## src/rtl/byte_reg_bridge_pkg.sv

```systemverilog
package byte_reg_bridge_pkg;
  localparam int ADDR_W = 8;
  localparam int DATA_W = 8;
  localparam int WORD_W = 32;
  localparam int WE_BIT = 16;
  localparam int BUSY_BIT = 23;

  typedef struct packed {
    logic              we;
    logic [DATA_W-1:0] wdata;
    logic [ADDR_W-1:0] addr;
  } cmd_t;
endpackage

```

## src/rtl/cmd_decode.sv

```systemverilog
module cmd_decode
  import byte_reg_bridge_pkg::*;
(
  input  logic [WORD_W-1:0] word_i,
  output cmd_t              cmd_o
);
  assign cmd_o.addr  = word_i[ADDR_W-1:0];
  assign cmd_o.wdata = word_i[ADDR_W+DATA_W-1:ADDR_W];
  assign cmd_o.we    = word_i[WE_BIT];
endmodule

```

## src/rtl/access_timer.sv

```systemverilog
module access_timer #(
  parameter int ACCESS_CYCLES = 4
) (
  input  logic clk_i,
  input  logic rst_ni,
  input  logic start_i,
  output logic busy_o,
  output logic last_o
);
  localparam int CNT_W = (ACCESS_CYCLES > 1) ? $clog2(ACCESS_CYCLES) : 1;
  localparam logic [CNT_W-1:0] CNT_INIT = CNT_W'(ACCESS_CYCLES - 1);

  logic             busy_q;
  logic [CNT_W-1:0] cnt_q;

  always_ff @(posedge clk_i or negedge rst_ni) begin
    if (!rst_ni) begin
      busy_q <= 1'b0;
      cnt_q  <= '0;
    end else if (!busy_q) begin
      if (start_i) begin
        busy_q <= 1'b1;
        cnt_q  <= CNT_INIT;
      end
    end else if (cnt_q == '0) begin
      busy_q <= 1'b0;
    end else begin
      cnt_q <= cnt_q - 1'b1;
    end
  end

  assign busy_o = busy_q;
  assign last_o = busy_q && (cnt_q == '0);


  busy_end_chk: assert property (@(posedge clk_i) disable iff (!rst_ni)
    last_o |=> !busy_o);

  busy_start_chk: assert property (@(posedge clk_i) disable iff (!rst_ni)
    $rose(busy_o) |-> $past(start_i));

  cnt_bound_chk: assert property (@(posedge clk_i) disable iff (!rst_ni)
    busy_o |-> cnt_q <= CNT_INIT);
endmodule

```

## src/rtl/byte_reg_bridge.sv

```systemverilog
module byte_reg_bridge
  import byte_reg_bridge_pkg::*;
#(
  parameter int ACCESS_CYCLES = 4
) (
  input  logic              clk_i,
  input  logic              rst_ni,
  input  logic              host_wr_i,
  input  logic [WORD_W-1:0] host_wdata_i,
  output logic [WORD_W-1:0] host_rdata_o,
  output logic              bus_req_o,
  output logic              bus_we_o,
  output logic [ADDR_W-1:0] bus_addr_o,
  output logic [DATA_W-1:0] bus_wdata_o,
  input  logic [DATA_W-1:0] bus_rdata_i
);
  localparam int PAD_W = BUSY_BIT - WE_BIT - 1;

  cmd_t              dec_cmd;
  cmd_t              cmd_q;
  logic              busy;
  logic              last;
  logic              accept;
  logic [DATA_W-1:0] rd_q;

  cmd_decode u_dec (
    .word_i (host_wdata_i),
    .cmd_o  (dec_cmd)
  );

  assign accept = host_wr_i && !busy;

  access_timer #(.ACCESS_CYCLES(ACCESS_CYCLES)) u_timer (
    .clk_i   (clk_i),
    .rst_ni  (rst_ni),
    .start_i (accept),
    .busy_o  (busy),
    .last_o  (last)
  );

  always_ff @(posedge clk_i or negedge rst_ni) begin
    if (!rst_ni) begin
      cmd_q <= '0;
    end else if (accept) begin
      cmd_q <= dec_cmd;
    end
  end

  always_ff @(posedge clk_i or negedge rst_ni) begin
    if (!rst_ni) begin
      rd_q <= '0;
    end else if (last && !cmd_q.we) begin
      rd_q <= bus_rdata_i;
    end
  end

  assign bus_req_o   = busy;
  assign bus_we_o    = busy && cmd_q.we;
  assign bus_addr_o  = cmd_q.addr;
  assign bus_wdata_o = cmd_q.wdata;

  assign host_rdata_o = {rd_q, busy, {PAD_W{1'b0}}, cmd_q.we, cmd_q.wdata, cmd_q.addr};


  cmd_hold_chk: assert property (@(posedge clk_i) disable iff (!rst_ni)
    bus_req_o && $past(bus_req_o) |-> $stable(bus_addr_o) && $stable(bus_wdata_o) && $stable(bus_we_o));

  rd_hold_chk: assert property (@(posedge clk_i) disable iff (!rst_ni)
    !bus_req_o |=> $stable(rd_q));

  rd_capture_chk: assert property (@(posedge clk_i) disable iff (!rst_ni)
    $fell(bus_req_o) && !cmd_q.we |-> rd_q == $past(bus_rdata_i));

  wr_keeps_rd_chk: assert property (@(posedge clk_i) disable iff (!rst_ni)
    bus_req_o && bus_we_o |=> $stable(rd_q));
endmodule

```

## config.mk

```make
export PLATFORM = sky130hd
export DESIGN_NAME = byte_reg_bridge
export DESIGN_NICKNAME = d
export VERILOG_FILES = /design/src/rtl/byte_reg_bridge_pkg.sv /design/src/rtl/cmd_decode.sv /design/src/rtl/access_timer.sv /design/src/rtl/byte_reg_bridge.sv
export SDC_FILE = /design/constraint.sdc
export NUM_CORES = 1
export LEC_CHECK = 0
export ABC_AREA = 1
export BUFFER_PORTS_ARGS = -buffer_cell sky130_fd_sc_hd__buf_2
export CORE_ASPECT_RATIO = 0.5
export CORE_UTILIZATION = 44
export CTS_CLUSTER_SIZE = 14
export DETAILED_ROUTE_END_ITERATION = 8
export GPL_TIMING_DRIVEN = 0
export PLACE_DENSITY_LB_ADDON = 0.05
export SLEW_MARGIN = 20
export SYNTH_ARGS = -nofsm -noshare
export SYNTH_HDL_FRONTEND = slang
export SYNTH_SLANG_ARGS = --single-unit
```

## constraint.sdc

```tcl
create_clock -name clk_i -period 1.6 [get_ports clk_i]
set_input_delay 0.32 -clock clk_i [delete_from_list [all_inputs] [get_ports clk_i]]
set_output_delay 0.32 -clock clk_i [all_outputs]
set_load 0.05 [all_outputs]
```

# After elaboration in Yosys (flattened, before gate mapping)
# Cells that the tools add are included.
# W data, S select, Z words.
# classes
reduce_logical,9
n_addsub,1
eq_ne,1
mux,6
# op_table
operator,n
$mux W2,3
$logic_and A1 B1 Y1,4
$mux W1,3
$logic_not A1 Y1,2
$logic_not A2 Y1,1
$ne A2 B2 Y1 const B,1
$reduce_and A2 Y1,1
$reduce_bool A2 Y1,1
$sub A2 B1 Y2 const B,1
# word_totals
out_inout_bits,50
register_bits,28
elab_cells,23

# Depth between registers and ports, before layout
# Gate-level depths: netlist of the first run.
# depth
ltp_word,4
depth_mapped,6

# By module
# A second synthesis of the first run with hierarchy kept.
# hier_totals
hier_cells,175
area_unflattened_um2,1525.2
# modules_own_cells
mod,cells_each,seq_area_each_um2,area_per_inst_um2,instances
byte_reg_bridge,136,625.6,1233.7,1
access_timer,22,75.1,163.9,1
cmd_decode,17,0.0,127.6,1

# Worst setup path after synthesis of the first run
# OpenSTA, ideal clock, no wires.
# synth_timing
path_kind,reg-to-output
startpoint,"reg u_timer.busy_q, in the netlist u_timer.busy_o"
endpoint,out bus_we_o
slack_ps,147
stages_incl_launch_ff,3
arrival_ps,1133
n_path_buf,0
required_ps,1280
cell_sequence,dfrtp_1 nand2_1 inv_1
# synth_via
elab_chain_cells,1
# synth_rtl
item,line_no,rtl
start: declaration,access_timer.sv:13,logic busy_q;
start signal: assignment,access_timer.sv:18,busy_q <= 1'b0;
start signal: assignment,access_timer.sv:22,busy_q <= 1'b1;
start signal: assignment,access_timer.sv:26,busy_q <= 1'b0;
$logic_and A1 B1 Y1,byte_reg_bridge.sv:58,assign bus_we_o = busy && cmd_q.we;
end: declaration,byte_reg_bridge.sv:12,"output logic bus_we_o,"
# No other way between the ends.

# Worst setup path in the final report of the first run
# layout_timing
startpoint,"reg u_timer.busy_q, in the netlist u_timer.busy_o"
endpoint,out host_rdata_o[23]
# layout_rtl
item,line_no,rtl
end: declaration,byte_reg_bridge.sv:10,"output logic [WORD_W-1:0] host_rdata_o,"
# No word-level cell between the ends.

==> results.txt, run 1 <==
* Outcome: finished, final reports clean
* CTS clock-pin slew for the worst setup and hold paths: roughly 0.090 ns
- Using the TritonRoute via totals, the vias-per-cell ratio works out to approximately 4.3.
- Net count reported at finish: between 200 and 300
* Starting DRT DRC Count: 60
- At the later pin of the worst-skew pair, clock insertion delay measures roughly 0.27 ns.
* Share of post-route cells with drive strength above 1: 0.4464
- The area growth from synthesis to layout is 35.51%.
- Actual transition at the worst max-transition pin: ~0.60 ns
* Data arrival, critical path: about 1.2 ns
- Of the total synthesized cell area, the portion taken by AND, OR, NAND and NOR gates is 0.2861.
- Filler Cells Inserted: 246
- Ranked by instance count, the synthesized netlist is headed by 67 x sky130_fd_sc_hd__nand2_1, 28 x sky130_fd_sc_hd__dfrtp_1, 23 x sky130_fd_sc_hd__buf_4, 21 x sky130_fd_sc_hd__nand3_1, 6 x sky130_fd_sc_hd__inv_1.
* Final Cycle Share: 0.9338
- The worst pin sits at a relative slew slack of 0.5967.
- Required time reported for the critical path endpoint: roughly 1.3 ns
- Multiplexer share of the synthesized area: 0
* Clock Tree Root: sky130_fd_sc_hd__clkbuf_8
- EDFF count, synth: 0
- Drc violations: 0
- Post-synthesis share of cell area spent on xor and xnor gates: 0
- The initial antenna violation count was 0.
* First-pass GRT wire length: 4.002 mm
- Setup violations remaining at the end of the flow were counted as 0.
- Hold Violations, Final: 0
- Gates resized during post-CTS repair numbered 0.
* Number of sinks handled by clock tree synthesis: 28
* Main area contributors after synthesis: sky130_fd_sc_hd__dfrtp_1 53%, sky130_fd_sc_hd__nand2_1 19%, sky130_fd_sc_hd__buf_4 13%, sky130_fd_sc_hd__nand3_1 7.9%, sky130_fd_sc_hd__inv_1 1.7%
- Post-synth design cell area: around 0.0013 mm2
* Cell type with the largest total area after synthesis: sky130_fd_sc_hd__dfrtp_1
- Most common flop cell mapped by yosys: sky130_fd_sc_hd__dfrtp_1
- The worst setup path is launched from a flip-flop.
- Synth Area per Inst: roughly 8.6 um2
- Die height: roughly 40 um
- Synth cell types: 12
- After routing, the total negative slack on setup checks comes to 0 ns.
- 93 I/O pins were placed.
- Vias in the first global route: a little over 900
* TritonCTS clock tree: built
- Share of the synthesized area in the top cell type: 0.5288
- In this run the tool buffered the top-level ports with 70 buffer cells.
* Max H-tree Level: 1
* Number of clock buffers inserted by TritonCTS: 3
- Hold is met by between 0.04 and 0.05 ns.
- Number of optimization iterations in the first detailed-route pass: 4
- The count of pins over their slew limit is 0.
- Worst setup path category: flip-flop to primary output
- Clock Path Buffers: 2
* WL per Instance: 9.911 um
* Core area: about 0.0027 mm2
* Horizontal die dimension: 79.61 um
* Setup Skew: between 0.002 and 0.0025 ns
- The synthesized-area fraction occupied by ao, oa, aoi and oai cells was 0.
- Count of warnings emitted by yosys: 0
* Routability Congestion: roughly 0.77
* Pin count of the biggest net entering global routing: 29
- The die covers about 0.0032 mm2.
- The tightest min-delay check is of the primary input to async pin type.
- Setup repair after global routing missed its margin: no
- Number of buffers inserted by hold repair at cts: 0
- Counting flops with an async set or reset pin after synthesis yields a share of 1.000.
- For this run, the top clock speed supported by timing is between 0.6 and 0.7 GHz.
- The wire-length estimate of the detail-placed layout is 2.058 mm.
- Row count: 13
- Along the worst path, the maximum fanout reaches 8.
- The repair_antennas step left the layout with diodes totalling 0.
- Final WL: approximately 2.7 mm
- Largest family of logic cells by synthesized area: simple AND/OR/NAND/NOR gates
* Max-capacitance violation count: 0
* Remaining Overflow, GRT: 0
- Yosys instantiated no cell more often than sky130_fd_sc_hd__nand2_1.
- The routed layout has approximately 1,200 vias.
- For this run, the register share of the synthesized area comes to 0.5288.
- In this run the post-CTS setup repair buffer count came out at 0.
* GRT Util Overall: 0.1720
- Crit end category: primary output
- In the synthesized netlist, the number of instances is between 150 and 200.
- Tmin final: 1.494 ns
* Initial standard-cell utilization of the core: 0.4878
- In this run, synthesis produced a sequential element count of 28.
- Post-DRT Antenna Nets: 0
* Synth Area in Adders: 0.009443
-- state kept, by name (all words and copies together), names as in the netlist --
name	count
bus_addr_o	8
bus_wdata_o	8
rd_q	8
u_timer.cnt_q	2
host_rdata_o	1
u_timer.busy_o	1
-- per-layer routing --
metal	track usage	part of all wire	vias up
met5	0	0	-
met4	0.04091	0	0
met3	0.06222	0.083	0
met2	0.3056	0.45	48
met1	0.2080	0.46	510
li1	-	-	608
-- critical path, stage by stage, from the launching register on --
cell and delay, ns:
sky130_fd_sc_hd__dfrtp_1 0.49, sky130_fd_sc_hd__buf_4 0.16, sky130_fd_sc_hd__buf_2 0.26
-- cell usage in the layout (no fill, tap or decap) --
master,netlist,layout
sky130_fd_sc_hd__nand2_1,67,67
sky130_fd_sc_hd__conb_1,1,6
sky130_fd_sc_hd__ha_1,1,1
sky130_fd_sc_hd__buf_8,1,1
sky130_fd_sc_hd__buf_2,3,73
sky130_fd_sc_hd__buf_4,23,23
sky130_fd_sc_hd__nor2_4,1,1
sky130_fd_sc_hd__inv_1,6,6
sky130_fd_sc_hd__nand3_1,21,21
sky130_fd_sc_hd__nand2_4,1,1
sky130_fd_sc_hd__inv_2,1,1
sky130_fd_sc_hd__clkbuf_8,0,4
sky130_fd_sc_hd__dfrtp_1,28,28
-- logic make-up (layout without fill, tap and decap cells) --
| group | Yosys count | count (layout) |
|---|---|---|
| flops | 28 | 28 |
| simple gates | 90 | 90 |
| fa+ha+maj | 1 | 1 |
| buf+inv | 34 | 108 |
| other cells | 1 | 6 |
-- final cells by class --
type / count / area, um2 / share of cell area
Timing Repair Buffer: 70 / 350.3 / 0.1951
Tap cell: 37 / 46.29 / 0.02578
Clock buffer: 4 / 55.05 / 0.03066
Sequential cell: 28 / 700.7 / 0.3902
Buffer: 27 / 202.7 / 0.1129
Multi-Input combinational cell: 97 / 414.1 / 0.2307
Inverter: 7 / 26.28 / 0.01463
-- per-stage QoR --
step                setup slack, ns  std cells  cell area, um2    util
floorplan                    0.1468        159            1344       -
global placement             0.4215        266            1740  0.6407
detailed placement           0.3880        266            1740  0.6407
CTS                         0.08835        270            1795  0.6610
global route                0.03386        270            1795  0.6610
finish                       0.1059        270            1795  0.6610
-- worst paths after layout --
check | startpoint | to | slack, ns | cells past startpoint
max in group asynchronous | rst_ni | u_timer.cnt_q[0] | 1.16 | 1
min in group clk_i | bus_rdata_i[1] | rd_q[1] | 0.23 | 3
min reg2reg | rd_q[0] | rd_q[0] | 0.48 | 2
max reg2reg | u_timer.cnt_q[0] | rd_q[6] | 0.40 | 5
max | u_timer.busy_o | host_rdata_o[23] | 0.11 | 2
min | rst_ni | bus_addr_o[5] | 0.04 | 1
Power of run 1 is left out: the tool's default activity adds up to more than one toggle a clock period on the data nets, which glitch-free logic cannot reach.
==> inputs of run 2 (changes only) <==
--- a/config.mk
+++ b/config.mk
@@ -5,10 +5,9 @@
 export SDC_FILE = /design/constraint.sdc
 export NUM_CORES = 1
 export LEC_CHECK = 0
-export ABC_AREA = 1
 export BUFFER_PORTS_ARGS = -buffer_cell sky130_fd_sc_hd__buf_2
 export CORE_ASPECT_RATIO = 0.5
-export CORE_UTILIZATION = 44
+export CORE_UTILIZATION = 43
 export CTS_CLUSTER_SIZE = 14
 export DETAILED_ROUTE_END_ITERATION = 8
 export GPL_TIMING_DRIVEN = 0
==> constraint.sdc (replaced) <==
create_clock -name clk_i -period 1.78 [get_ports clk_i]
set_input_delay 0.356 -clock clk_i [delete_from_list [all_inputs] [get_ports clk_i]]
set_output_delay 0.356 -clock clk_i [all_outputs]
set_load 0.05 [all_outputs]
==> run 2 against run 1 <==
Against the previous run:
- global-route usage fell by 2.4 points
- flip-flop and latch count did not move
- synthesized cell count fell by 42%
- via count fell by 25%
- critical path depth did not move
- cell count fell by 24%
- setup slack improved by 0.24 ns
- wire length fell by 19%
- critical endpoint is now bus_we_o
- largest cell class unchanged
==> results.txt, run 2 <==
- Commonest cells in the synthesized netlist: 28 x sky130_fd_sc_hd__dfrtp_1, 23 x sky130_fd_sc_hd__buf_4, 16 x sky130_fd_sc_hd__mux2_2, 9 x sky130_fd_sc_hd__mux2_4 (was 67 x sky130_fd_sc_hd__nand2_1, 28 x sky130_fd_sc_hd__dfrtp_1, 23 x sky130_fd_sc_hd__buf_4, 21 x sky130_fd_sc_hd__nand3_1, 6 x sky130_fd_sc_hd__inv_1).
- CTS clock-pin slew for the worst setup and hold paths: 0.09 ns (about the same)
- In the finished design, the share of the clock period the worst path needs comes to 0.8068.
* Post-synthesis share of cell area spent on xor and xnor gates: 0 (unchanged)
* Slew Limit Headroom: 0.5982 (was 0.5967)
- Drc violations: 0 (unchanged)
- The number of synthesis warnings was 0 (unchanged).
- The multiplexer share of the synthesized area is 0.2428 (was 0).
- Floorplan die area: 0.003257 mm2 (was 0.003248 mm2)
- CP delay by family, top: flip-flops (unchanged)
- Setup repair after global routing missed its margin: no (unchanged)
- The number of buffers inserted for hold repair after clock tree synthesis came to 0 (unchanged).
* Number of clock buffers inserted by TritonCTS: 3 (unchanged)
* Final-layout setup total negative slack: 0 ns (unchanged)
- GRT busiest layer: met2 (unchanged)
- The root cell of the clock tree was sky130_fd_sc_hd__clkbuf_8 (unchanged).
- Number of input and output port buffers inserted: 71 (was 70)
- Routability Congestion: 0.6629 (was 0.7676)
* Count of buffers added by post-CTS timing repair for setup: 0 (unchanged)
- Post-DRT Antenna Nets: 0 (unchanged)
* Post-synth design cell area: 0.001299 mm2 (was 0.001325 mm2)
- The placed cell area came to 0.001719 mm2 (was 0.001740 mm2).
- The worst min-delay path category is primary input to async pin (unchanged).
* Synth cell types: 15 (was 12)
* Final WL: 2.174 mm (was 2.676 mm)
- The worst-margin pin slew came to 0.6027 ns (was 0.6049 ns).
* Final non-filler cell area: 0.001760 mm2 (was 0.001795 mm2)
* Cell-by-cell trace of the critical path: and2_1 -> buf_2 (was buf_4 -> buf_2)
* Crit end category: primary output (unchanged)
- The per-cell via count in the routed design came to 4.267 (was 4.319).
* Worst hold slack after final layout: 0.08446 ns (was 0.04476 ns)
- Fmax: approximately 0.70 GHz
- The max-cap check violation count is 0 (unchanged).
- The maximum number of pins on one net before global-route repair came to 29 (unchanged).
- Share of synthesized area occupied by flip-flops and latches: 0.5395 (was 0.5288)
- The total grt overflow is 0 (unchanged).
- GRT Util Overall: 0.1479 (was 0.1720)
* Horizontal die dimension: 79.72 um (was 79.61 um)
* Number of antenna violations at the first check in global routing: 0 (unchanged)
- First-pass GRT wire length: 3.360 mm (was 4.002 mm)
- Max Transition Viols Final: 0 (unchanged)
* Starting DRT DRC Count: 6 (was 60)
- The number of synthesized register bits was 28 (unchanged).
- The total setup violations reported at the end of the flow is 0 (unchanged).
- The simple-gate portion of the synthesized area was 0.02794 (was 0.2861).
- Number of optimization iterations in the first detailed-route pass: 2 (was 4)
* Worst setup path category: flip-flop to primary output (unchanged)
* Share of post-route cells with drive strength above 1: 0.7396 (was 0.4464)
- Clock Path Buffers: 2 (unchanged)
* Largest fanout on the critical path: 6 (was 8)
- The post-synthesis average cell area is 14.43 um2 (was 8.604 um2).
- The number of placed I/O pins came to 93 (unchanged).
- The dominant register cell in the synthesized netlist is sky130_fd_sc_hd__dfrtp_1 (unchanged).
- Row count: 13 (unchanged)
* Outcome: finished, final reports clean (unchanged)
- Synth Area in Adders: 0.009634 (was 0.009443)
* Post-cts sizing count: 0 (unchanged)
- The number of antenna cells inserted is 0 (unchanged).
* WL per Instance: 10.55 um (was 9.911 um)
* Clock insertion delay at the later pin of the skew report: 0.27 ns (about the same)
* Compound-Gate Fraction of Synth Area: 0.01445 (was 0)
- Total buffers and inverters traversed by the critical path: 1 (was 2)
- The HPWL after detailed placement was 1.677 mm (was 2.058 mm).
- The final net count is 215 (was 278).
- The startpoint type of the worst setup path is a flip-flop (unchanged).
* Cell type with the largest total area after synthesis: sky130_fd_sc_hd__dfrtp_1 (unchanged)
* Hold Violations, Final: 0 (unchanged)
* Data arrival, critical path: 1.08 ns (was 1.17 ns)
* Met2 track demand over resource in global routing: 0.2265 (was 0.3056)
- The largest stage delay on the critical path is 0.42 ns (was 0.49 ns).
- The routing usage on met1 was 0.1969 (was 0.2080).
* Tmin final: 1.436 ns
* EDFF count, synth: 0 (unchanged)
* Mapped Cells: 90 (was 154)
- Layout Area Growth over Synthesis: 35.55% (was 35.51%)
* Global routing usage on met3: 0.06667 (was 0.06222)
- Ys async rst share: 1.000 (unchanged)
- Most common cell after layout, fill and taps aside: sky130_fd_sc_hd__buf_2 (unchanged)
- Core area: 0.002733 mm2 (was 0.002716 mm2)
* Share of the synthesized area in the top cell type: 0.5395 (was 0.5288)
* Via count: 879 (was 1,166)
* Initial standard-cell utilization of the core: 0.4753 (was 0.4878)
- The via count of the first global-routing pass was 730 (was 910).
- The worst clock skew came to 0.005921 ns (was 0.002341 ns).
- Die height: 40.86 um (was 40.81 um)
- Critical-path cell with the highest stage delay: sky130_fd_sc_hd__dfrtp_1 (unchanged)
- Largest family of logic cells by synthesized area: multiplexers (was simple AND/OR/NAND/NOR gates)
- Main area contributors after synthesis: sky130_fd_sc_hd__dfrtp_1 54%, sky130_fd_sc_hd__mux2_2 14%, sky130_fd_sc_hd__buf_4 13%, sky130_fd_sc_hd__mux2_4 10%, sky130_fd_sc_hd__buf_12 1.5% (was sky130_fd_sc_hd__dfrtp_1 53%, sky130_fd_sc_hd__nand2_1 19%, sky130_fd_sc_hd__buf_4 13%, sky130_fd_sc_hd__nand3_1 7.9%, sky130_fd_sc_hd__inv_1 1.7%)
- Number of sinks handled by clock tree synthesis: 28 (unchanged)
- The H-tree depth is 1 (unchanged).
- Most used cells in the layout excluding fill and tap cells: 71 x sky130_fd_sc_hd__buf_2, 28 x sky130_fd_sc_hd__dfrtp_1, 23 x sky130_fd_sc_hd__buf_4 (was 73 x sky130_fd_sc_hd__buf_2, 67 x sky130_fd_sc_hd__nand2_1, 28 x sky130_fd_sc_hd__dfrtp_1).
- The critical path data required time is 1.42 ns (was 1.28 ns).
- Most frequent cell after synthesis: sky130_fd_sc_hd__dfrtp_1 (was sky130_fd_sc_hd__nand2_1)
- TritonCTS clock tree: built (unchanged)
[run 2: per-stage QoR]
stage	utilization	setup slack [ns]	cells
detailed placement	0.6291	0.4545	203
floorplan	-	0.2429	95
finish	0.6442	0.3439	206
CTS	0.6442	0.3260	206
global route	0.6442	0.2515	206
global placement	0.6291	0.4467	203
[run 2: cell families (layout without fill, tap and decap cells)]
group / after synthesis / in the layout
multiplexers: 25 / 25
other: 1 / 6
adder cells (fa/ha/maj): 1 / 1
AND/OR/NAND/NOR: 5 / 5
AO/OA/AOI/OAI: 3 / 3
buffers and inverters: 27 / 101
flip-flops: 28 / 28
[run 2: worst register-to-register path, stage by stage, from the launching register on]
cell                      delay, ns
sky130_fd_sc_hd__dfrtp_1       0.43
sky130_fd_sc_hd__nor2b_1       0.15
sky130_fd_sc_hd__buf_6         0.17
sky130_fd_sc_hd__buf_12        0.15
sky130_fd_sc_hd__mux2_4        0.30
[run 2: layer usage]
layer  wire (um)  part of all wire  up-vias
met3         244              0.11        0
met2         938              0.43       50
li1            -                 -      430
met4           0                 0        0
met1         991              0.46      399
met5           0                 0        -
[run 2: area by class of cell]
class	count	area, um2
clock buffer	3	41.29
tap	37	46.29
fill	232	972.2
timing repair buffer	71	355.3
multi-input combinational	40	405.4
buffer	25	203.9
inverter	2	7.507
sequential	28	700.7
[run 2: path summary, 6_finish.rpt]
check,start,end,slack (ns),cells past startpoint
max in group asynchronous,rst_ni,bus_addr_o[6],1.30,1
setup reg to reg,u_timer.busy_o,bus_wdata_o[6],0.46,4
hold / removal,rst_ni,bus_wdata_o[7],0.08,1
setup / recovery,u_timer.busy_o,bus_we_o,0.34,2
hold reg to reg,rd_q[7],rd_q[7],0.51,1
min in group clk_i,host_wdata_i[16],host_rdata_o[16],0.31,2
Power of run 2 is left out for the same reason.
